<file path="src/rtl/word_alu_pkg.sv">
package word_alu_pkg;
  localparam int FLAG_W = 6;
  localparam int PAR_W  = 8;

  typedef enum logic [3:0] {
    OP_ADD = 4'd0, OP_ADC = 4'd1, OP_SUB = 4'd2, OP_SBB = 4'd3,
    OP_AND = 4'd4, OP_OR  = 4'd5, OP_XOR = 4'd6, OP_INC = 4'd7,
    OP_DEC = 4'd8, OP_NOT = 4'd9, OP_SHL = 4'd10, OP_SHR = 4'd11
  } alu_op_e;

  typedef struct packed {
    logic of_f;
    logic sf_f;
    logic zf_f;
    logic af_f;
    logic pf_f;
    logic cf_f;
  } flags_t;
endpackage

</file>
<file path="src/rtl/alu_addsub.sv">
module alu_addsub #(
  parameter int W = 16
) (
  input  logic [W-1:0] a_i,
  input  logic [W-1:0] b_i,
  input  logic         word_i,
  input  logic         inv_b_i,
  input  logic         cin_i,
  output logic [W-1:0] sum_o,
  output logic         cout_o,
  output logic         c_msb_o,
  output logic         c_nib_o
);
  localparam int HW = W / 2;

  logic [W-1:0] y;
  logic [W:0]   full;
  logic [HW:0]  half;

  assign y    = inv_b_i ? ~b_i : b_i;
  assign full = {1'b0, a_i} + {1'b0, y} + {{W{1'b0}}, cin_i};
  assign half = {1'b0, a_i[HW-1:0]} + {1'b0, y[HW-1:0]} + {{HW{1'b0}}, cin_i};

  assign sum_o   = word_i ? full[W-1:0] : {{HW{1'b0}}, half[HW-1:0]};
  assign cout_o  = word_i ? full[W] : half[HW];
  // carry into MSB recovered from sum bit and operand bits
  assign c_msb_o = word_i ? (a_i[W-1] ^ y[W-1] ^ full[W-1])
                          : (a_i[HW-1] ^ y[HW-1] ^ half[HW-1]);
  assign c_nib_o = a_i[4] ^ y[4] ^ full[4];
endmodule

</file>
<file path="src/rtl/alu_bitops.sv">
module alu_bitops
  import word_alu_pkg::*;
#(
  parameter int W = 16
) (
  input  logic [W-1:0] a_i,
  input  logic [W-1:0] b_i,
  input  logic         word_i,
  input  alu_op_e      op_i,
  output logic [W-1:0] res_o,
  output logic         sh_out_o
);
  localparam int HW = W / 2;

  logic [W-1:0] r;

  always_comb begin
    r        = '0;
    sh_out_o = 1'b0;
    unique case (op_i)
      OP_AND: r = a_i & b_i;
      OP_OR:  r = a_i | b_i;
      OP_XOR: r = a_i ^ b_i;
      OP_NOT: r = ~a_i;
      OP_SHL: begin
        r        = {a_i[W-2:0], 1'b0};
        sh_out_o = word_i ? a_i[W-1] : a_i[HW-1];
      end
      OP_SHR: begin
        r        = word_i ? {1'b0, a_i[W-1:1]} : {{(HW+1){1'b0}}, a_i[HW-1:1]};
        sh_out_o = a_i[0];
      end
      default: r = '0;
    endcase
  end

  assign res_o = word_i ? r : {{HW{1'b0}}, r[HW-1:0]};
endmodule

</file>
<file path="src/rtl/alu_status.sv">
module alu_status #(
  parameter int FW = 6
) (
  input  logic          clk_i,
  input  logic          rst_ni,
  input  logic          we_i,
  input  logic [FW-1:0] d_i,
  output logic [FW-1:0] q_o
);
  always_ff @(posedge clk_i or negedge rst_ni) begin
    if (!rst_ni)   q_o <= '0;
    else if (we_i) q_o <= d_i;
  end
endmodule

</file>
<file path="src/rtl/word_alu.sv">
module word_alu
  import word_alu_pkg::*;
#(
  parameter int W = 16
) (
  input  logic              clk_i,
  input  logic              rst_ni,
  input  logic [W-1:0]      a_i,
  input  logic [W-1:0]      b_i,
  input  logic [3:0]        op_i,
  input  logic              word_i,
  input  logic              flag_we_i,
  output logic [W-1:0]      res_o,
  output logic [FLAG_W-1:0] flags_nxt_o,
  output logic [FLAG_W-1:0] flags_o
);
  localparam int HW = W / 2;

  alu_op_e      op;
  flags_t       q, nxt;
  logic [W-1:0] b_eff, sum, bit_res, res;
  logic         inv_b, cin, sub, cout, c_msb, c_nib, sh_out, upd_szp, msb;

  assign op = alu_op_e'(op_i);
  assign q  = flags_t'(flags_o);

  always_comb begin
    b_eff = b_i;
    inv_b = 1'b0;
    cin   = 1'b0;
    sub   = 1'b0;
    unique case (op)
      OP_ADC: cin = q.cf_f;
      OP_SUB: begin inv_b = 1'b1; cin = 1'b1;    sub = 1'b1; end
      OP_SBB: begin inv_b = 1'b1; cin = ~q.cf_f; sub = 1'b1; end
      OP_INC: b_eff = W'(1);
      OP_DEC: begin b_eff = W'(1); inv_b = 1'b1; cin = 1'b1; sub = 1'b1; end
      default: ;
    endcase
  end

  alu_addsub #(.W(W)) u_addsub (
    .a_i(a_i), .b_i(b_eff), .word_i(word_i), .inv_b_i(inv_b), .cin_i(cin),
    .sum_o(sum), .cout_o(cout), .c_msb_o(c_msb), .c_nib_o(c_nib)
  );

  alu_bitops #(.W(W)) u_bitops (
    .a_i(a_i), .b_i(b_i), .word_i(word_i), .op_i(op),
    .res_o(bit_res), .sh_out_o(sh_out)
  );

  assign msb = word_i ? res[W-1] : res[HW-1];

  always_comb begin
    res     = a_i;
    nxt     = q;
    upd_szp = 1'b1;
    unique case (op)
      OP_ADD, OP_ADC, OP_SUB, OP_SBB, OP_INC, OP_DEC: begin
        res      = sum;
        nxt.cf_f = (op == OP_INC || op == OP_DEC) ? q.cf_f : (cout ^ sub);
        nxt.af_f = c_nib ^ sub;
        nxt.of_f = c_msb ^ cout;
      end
      OP_AND, OP_OR, OP_XOR: begin
        res      = bit_res;
        nxt.cf_f = 1'b0;
        nxt.af_f = 1'b0;
        nxt.of_f = 1'b0;
      end
      OP_NOT: begin
        res     = bit_res;
        upd_szp = 1'b0;
      end
      OP_SHL, OP_SHR: begin
        res      = bit_res;
        nxt.cf_f = sh_out;
        nxt.af_f = 1'b0;
        nxt.of_f = 1'b0;
      end
      default: upd_szp = 1'b0;
    endcase
    if (upd_szp) begin
      nxt.zf_f = word_i ? (res == '0) : (res[HW-1:0] == '0);
      nxt.sf_f = msb;
      nxt.pf_f = ~^res[PAR_W-1:0];
      if (op == OP_SHL) nxt.of_f = msb ^ sh_out;
      if (op == OP_SHR) nxt.of_f = word_i ? a_i[W-1] : a_i[HW-1];
    end
  end

  assign res_o       = res;
  assign flags_nxt_o = nxt;

  alu_status #(.FW(FLAG_W)) u_status (
    .clk_i(clk_i), .rst_ni(rst_ni), .we_i(flag_we_i),
    .d_i(flags_nxt_o), .q_o(flags_o)
  );
endmodule

</file>
<file path="config.mk">
export PLATFORM = sky130hd
export DESIGN_NAME = word_alu
export DESIGN_NICKNAME = d
export VERILOG_FILES = /design/src/rtl/word_alu_pkg.sv /design/src/rtl/alu_addsub.sv /design/src/rtl/alu_bitops.sv /design/src/rtl/alu_status.sv /design/src/rtl/word_alu.sv
export SDC_FILE = /design/constraint.sdc
export NUM_CORES = 1
export LEC_CHECK = 0
export BUFFER_PORTS_ARGS = -buffer_cell sky130_fd_sc_hd__clkbuf_2
export CAP_MARGIN = 15
export CORE_MARGIN = 8
export CORE_UTILIZATION = 50
export DETAILED_ROUTE_END_ITERATION = 10
export GPL_TIMING_DRIVEN = 0
export PLACE_DENSITY = 0.74
export SETUP_SLACK_MARGIN = 0.02
export SYNTH_ARGS = -nofsm -noshare
export SYNTH_HDL_FRONTEND = slang
export SYNTH_SLANG_ARGS = --single-unit
</file>
<file path="constraint.sdc">
create_clock -name clk_i -period 10.6 [get_ports clk_i]
set_input_delay 2.12 -clock clk_i [delete_from_list [all_inputs] [get_ports clk_i]]
set_output_delay 2.12 -clock clk_i [all_outputs]
set_load 0.005 [all_outputs]
</file>
* After elaboration in Yosys (flattened, before gate mapping) *
Cells that the tools add are included.

word-level totals
  bits in latches = 0
  flip-flop bits (word level) = 6
  bits in read-only memories = 0
  memory bits (writable) = 0
  logic and storage cells = 70
  memories kept = 0

cells by class
  order comparisons = 0
  $mul = 0
  reduce and logical (&&, ||, !) cells = 14
  divide/modulo/power cells = 0
  bitwise operators = 16
  muxes and demuxes = 24
  equal/unequal tests = 11
  shift-type cells = 0
  add/subtract/negate cells = 4

operator list
  operator            number
  $pmux 16 s6         1
  $mux 16             4
  $not 16->16         2
  $pmux 16 s2         1
  $add 16x16->17      1
  $add 17x1->17       1
  $and 16x16->16      1
  $eq 4x3->1 const B  4
  $eq 4x4->1 const B  4
  $logic_not 16->1    1
  $or 16x16->16       1
  $xor 16x16->16      1
  $mux 15             1
  $reduce_or 6->1     2
  $mux 1              11
  $reduce_or 11->1    1
  $xor 1x1->1         10
  $add 8x8->9         1
  $add 9x1->9         1
  $eq 4x2->1 const B  2
  $logic_not 8->1     1
  $reduce_xnor 8->1   1
  $pmux 1 s2          3
  $pmux 1 s3          2
  8 further kinds     11

* Longest topological paths before layout *
  word-level depth = 14
  depth in mapped cells = 25
  depth with buffers taken out = 22

* Cells and area by module *
A second synthesis with hierarchy kept.

second synthesis, totals
  cells, all modules = 514
  area total of the unflattened synthesis = 3,648.5 um^2

modules (own cells, without submodules)
  module      times used  area an instance (um^2)  cells each  seq. area each (um^2)
  alu_bitops  1           1,386.3                  192         0.0
  alu_addsub  1           1,059.8                  148         0.0
  word_alu    1           950.9                    161         0.0
  alu_status  1           251.5                    13          150.1

* Worst setup path before layout *
Ideal clock, no wire load.

  kind = input-to-output
  start point = input port op_i[1]
  end point = output port flags_nxt_o[3]
  data arrival time = 7.026 ns
  buffers on the path = 4
  cell stages on the path = 25
  path slack = 1.454 ns
  cells stage by stage = buf_2 -> buf_2 -> buf_4 -> nor2_1 -> mux2i_1 -> nor2_2 -> buf_2 -> xnor2_1 -> fa_1 -> fa_1 -> a211oi_2 -> nor2_1 -> nor2_1 -> nor2_1 -> nor2_1 -> xnor2_1 -> a2111oi_0 -> ha_1 -> nand4_1 -> nor2_1 -> o2111ai_1 -> or3_1 -> a2111o_1 -> nor4b_2 -> a21o_1

between the ends
  longest elaborated chain between the ends = 12
  elaborated cells on any way between the ends = 36

RTL lines
  what                                                        RTL line                            source
  from (decl)                                                 word_alu.sv:10                      input logic [3:0] op_i,
  $eq 4x3->1 / $eq 4x4->1 (equally long branches)             word_alu.sv:32, word_alu.sv:58
  $reduce_or 2->1 (no line)                                   --
  $mux 16                                                     word_alu.sv:32                      unique case (op)
  $not 16->16                                                 alu_addsub.sv:20                    assign y = inv_b_i ? ~b_i : b_i;
  $mux 16                                                     alu_addsub.sv:20
  $add 16x16->17 / $add 8x8->9 (equally long branches)        alu_addsub.sv:21, alu_addsub.sv:22
  $add 17x1->17 / $add 9x1->9 (equally long branches)         alu_addsub.sv:21, alu_addsub.sv:22
  $mux 16                                                     alu_addsub.sv:24                    assign sum_o = word_i ? full[W-1:0] : {{HW{1'b0}}, half[HW-1:0]};
  $pmux 16 s2                                                 word_alu.sv:58                      unique case (op)
  $logic_not 16->1 / $logic_not 8->1 (equally long branches)  word_alu.sv:84                      nxt.zf_f = word_i ? (res == '0) : (res[HW-1:0] == '0);
  $mux 1                                                      word_alu.sv:84
  $mux 3 *                                                    word_alu.sv:83                      if (upd_szp) begin
  to (decl)                                                   word_alu.sv:14                      output logic [FLAG_W-1:0] flags_nxt_o,

Mark *: on every way between the ends. The rest lies on a longest branch, timed or not.

* Worst setup path in the final report *
  start point = input port op_i[2]
  end point = output port flags_nxt_o[3]

Same word-level chain as after synthesis.

==> results.md <==
* Run status: complete, no violations
* Max FFs per register at 6
* Post-synth EDFFs at 0
* DRT Pass-1 Iters at 6
* Num CTS Buffers at 3
* Max Slew Vio Count at 0
* Seq. cell area at 150 um^2
* Filler cells at 654
* DR WL/cell at 19.5 um
* Slew at the pin with the worst max-slew slack at 1180 ps
* Lkg Pwr at 0.00193 uW
* Layout Utilization at 58.1%
* Via/cell ratio at 6.24
* Final #Nets at 657
* Drt first-iter violations at 389
* Mapped Area at 3390 um^2
* Clk sink count at 6
* Slew margin rel. at 20.5%
* Worst-path clk slew at 40 ps
* Most Crowded Layer GR: met2
* Initial Util at 50.8%
* Highest-delay cell along the critical path: buf_1
* Synthesis warning total at 0
* IO Pins at 68
* Worst vdd ir at 0.0000979 V
* Setup crit start: op_i[2]
* Fraction of layout instances using a drive strength above 1 at 18.0%
* Clock skew at 1.79 ps
* Total nets after synthesis at 586
* Overflow after GRT at 0
* First-pass GRT wire length at 19.7 mm
* Post-synthesis sequential area ratio at 4.43%
* Syn avg cell area at 6.88 um^2
* Final hold viol count at 0
* Tcrit/Tclk final at 96.7%
* Max FO, Critical Path at 10
* DRT antenna net count at 0
* CP most frequent cell: nor2_1
* Most flops, register: u_status.q_o
* CTS max path bufs at 2
* Post-synth top area cell: ha_1
* CTS tree: yes
* Met2 Use GR at 39.9%
* Fin area at 3880 um^2
* Synth Instances at 493
* Clk root buf: clkbuf_8
* Distinct cells, synth at 66
* Unrepaired setup endpoints after global routing: false
* Worst Hold Class: register to register
* Ys async rst share at 100%
* Reg2reg start: u_status.q_o[0]$_DFFE_PN0P_
* Post-route DRC violation count at 0
* Hold Slack at 533 ps
* Die width at 98.4 um
* Top-count cell post-synth: nand2_1
* Clk Latency, worst-skew pair at 220 ps
* Met1 Resource Use GR at 33.3%
* CP Data Required Time at 8480 ps
* Antenna violations before repair at 0
* Vias in the first global route at 3,841
* Kind of end point of the critical path: output pin
* Chip height at 98.4 um
* ANT cells at 0
* CP max stage delay at 530 ps
* Gpl congestion at 0.964
* Dpl hpwl at 9.91 mm
* Largest net degree at the start of global routing at 11
* Kind of critical path: input pin to output pin
* Synth Register Bits at 6
* DP Area at 3820 um^2
* Final setup fails at 0
* Max Clock Freq at 0.0975 GHz
* H-tree depth at 1
* GRT met3 Usage at 3.84%
* Routed WL at 12.5 mm
* Cell Rows at 30
* DIE AREA at 9680 um^2
* Post-CTS setup buffer count at 0
* PwrDens at 88.1 nW/um^2
* Tmin final at 10,250 ps
* Port bufs at 66
* Post-synth top area share at 18.8%
* Synth Flop Type: dfrtp_1
* Synth top area cells: ha_1, xnor2_1, nand2_1, a21oi_1, inv_1
* Top post-synthesis cells by count: nand2_1, ha_1, inv_1
* Largest regs: u_status.q_o x6
* Startpoint types: input pin
* Total track usage at 24.7%
* MaxCap Viol Count at 0
* Area Growth Syn to Fin at 14.4%
* Worst Hold Launch: u_status.q_o[1]$_DFFE_PN0P_
* Critical Path AT at 8130 ps
* DR vias at 4,005
* Core box area at 6680 um^2
* Footprint of the multi-input gates at 2960 um^2
-- layer usage --
layer | routed length, um | vias up
li1 | - | 1936
met2 | 5750 | 194
met4 | 130 | 0
met1 | 5580 | 1858
met5 | 0 | -
met3 | 1050 | 17
-- layout by cell type (no fill, tap or decap), types with 8 or more instances in the layout --
cell,instances
ha_1,51
nand2b_1,10
buf_2,10
nor2_1,37
a21oi_1,40
o21ai_0,21
inv_1,48
a21o_1,9
mux2i_1,8
xnor2_1,29
nand2_1,58
nor3_1,18
o22ai_1,10
clkbuf_2,67
-- timing repair --
item                       CTS  global route
pin swaps                    0             0
setup endpoints to repair    1             1
hold buffers                 0             0
resized for setup            2             3
-- cell families after synthesis --
logic type	Yosys count	share of synthesized area [%]
AND/OR/NAND/NOR	165	23.3
AO/OA/AOI/OAI	153	31.5
buffers and inverters	72	8.78
adder cells (fa/ha/maj)	53	20.0
XOR/XNOR	31	8.00
multiplexers	13	4.02
flip-flops	6	4.43
-- path summary, 6_finish.rpt --
path                                               end  slack, ps  cells after the start
max reg2reg                u_status.q_o[3]$_DFFE_PN0P_       5480                     22
min                        u_status.q_o[1]$_DFFE_PN0P_        530                      1
min reg2reg                u_status.q_o[1]$_DFFE_PN0P_        530                      1
max                                     flags_nxt_o[3]        350                     26
min in group asynchronous  u_status.q_o[5]$_DFFE_PN0P_       1720                      1
max in group asynchronous  u_status.q_o[0]$_DFFE_PN0P_       8720                      1
-- worst max-delay path, delay by kind of cell --
family                     cells  cell delay (ps)
adders and majority gates      3             1170
and+or+nand+nor               11             1840
xor gates and xnor gates       2              190
AOI/OAI and AO/OA              6             1840
buffers and inverters          4              970
-- per-stage QoR --
step                setup TNS [ps]  setup slack [ps]  total power [uW]  cells
CTS                              0              28.5               338    642
floorplan                        0              1450               213    493
global route                     0              21.6               372    642
finish                           0               346               342    642
detailed placement            -206              -206               301    639
global placement              -240              -240               298    639
-- area by class of cell --
type | instances | share of cell area [%]
inverters | 48 | 4.64
multi-input cells | 415 | 76.3
well taps | 80 | 2.58
clock buffers | 3 | 1.06
flip-flops and latches | 6 | 3.87
repair buffers | 66 | 8.51
plain buffers | 24 | 3.06
-- where the power goes --
group / switching [uW] / internal [uW] / total (uW)
Clock: 9.15 / 24.3 / 33.5
Sequential: 4.21 / 28.5 / 32.7
Combinational: 160 / 115 / 276
Total: 174 / 168 / 342
Power figures use the tool's default switching activity.
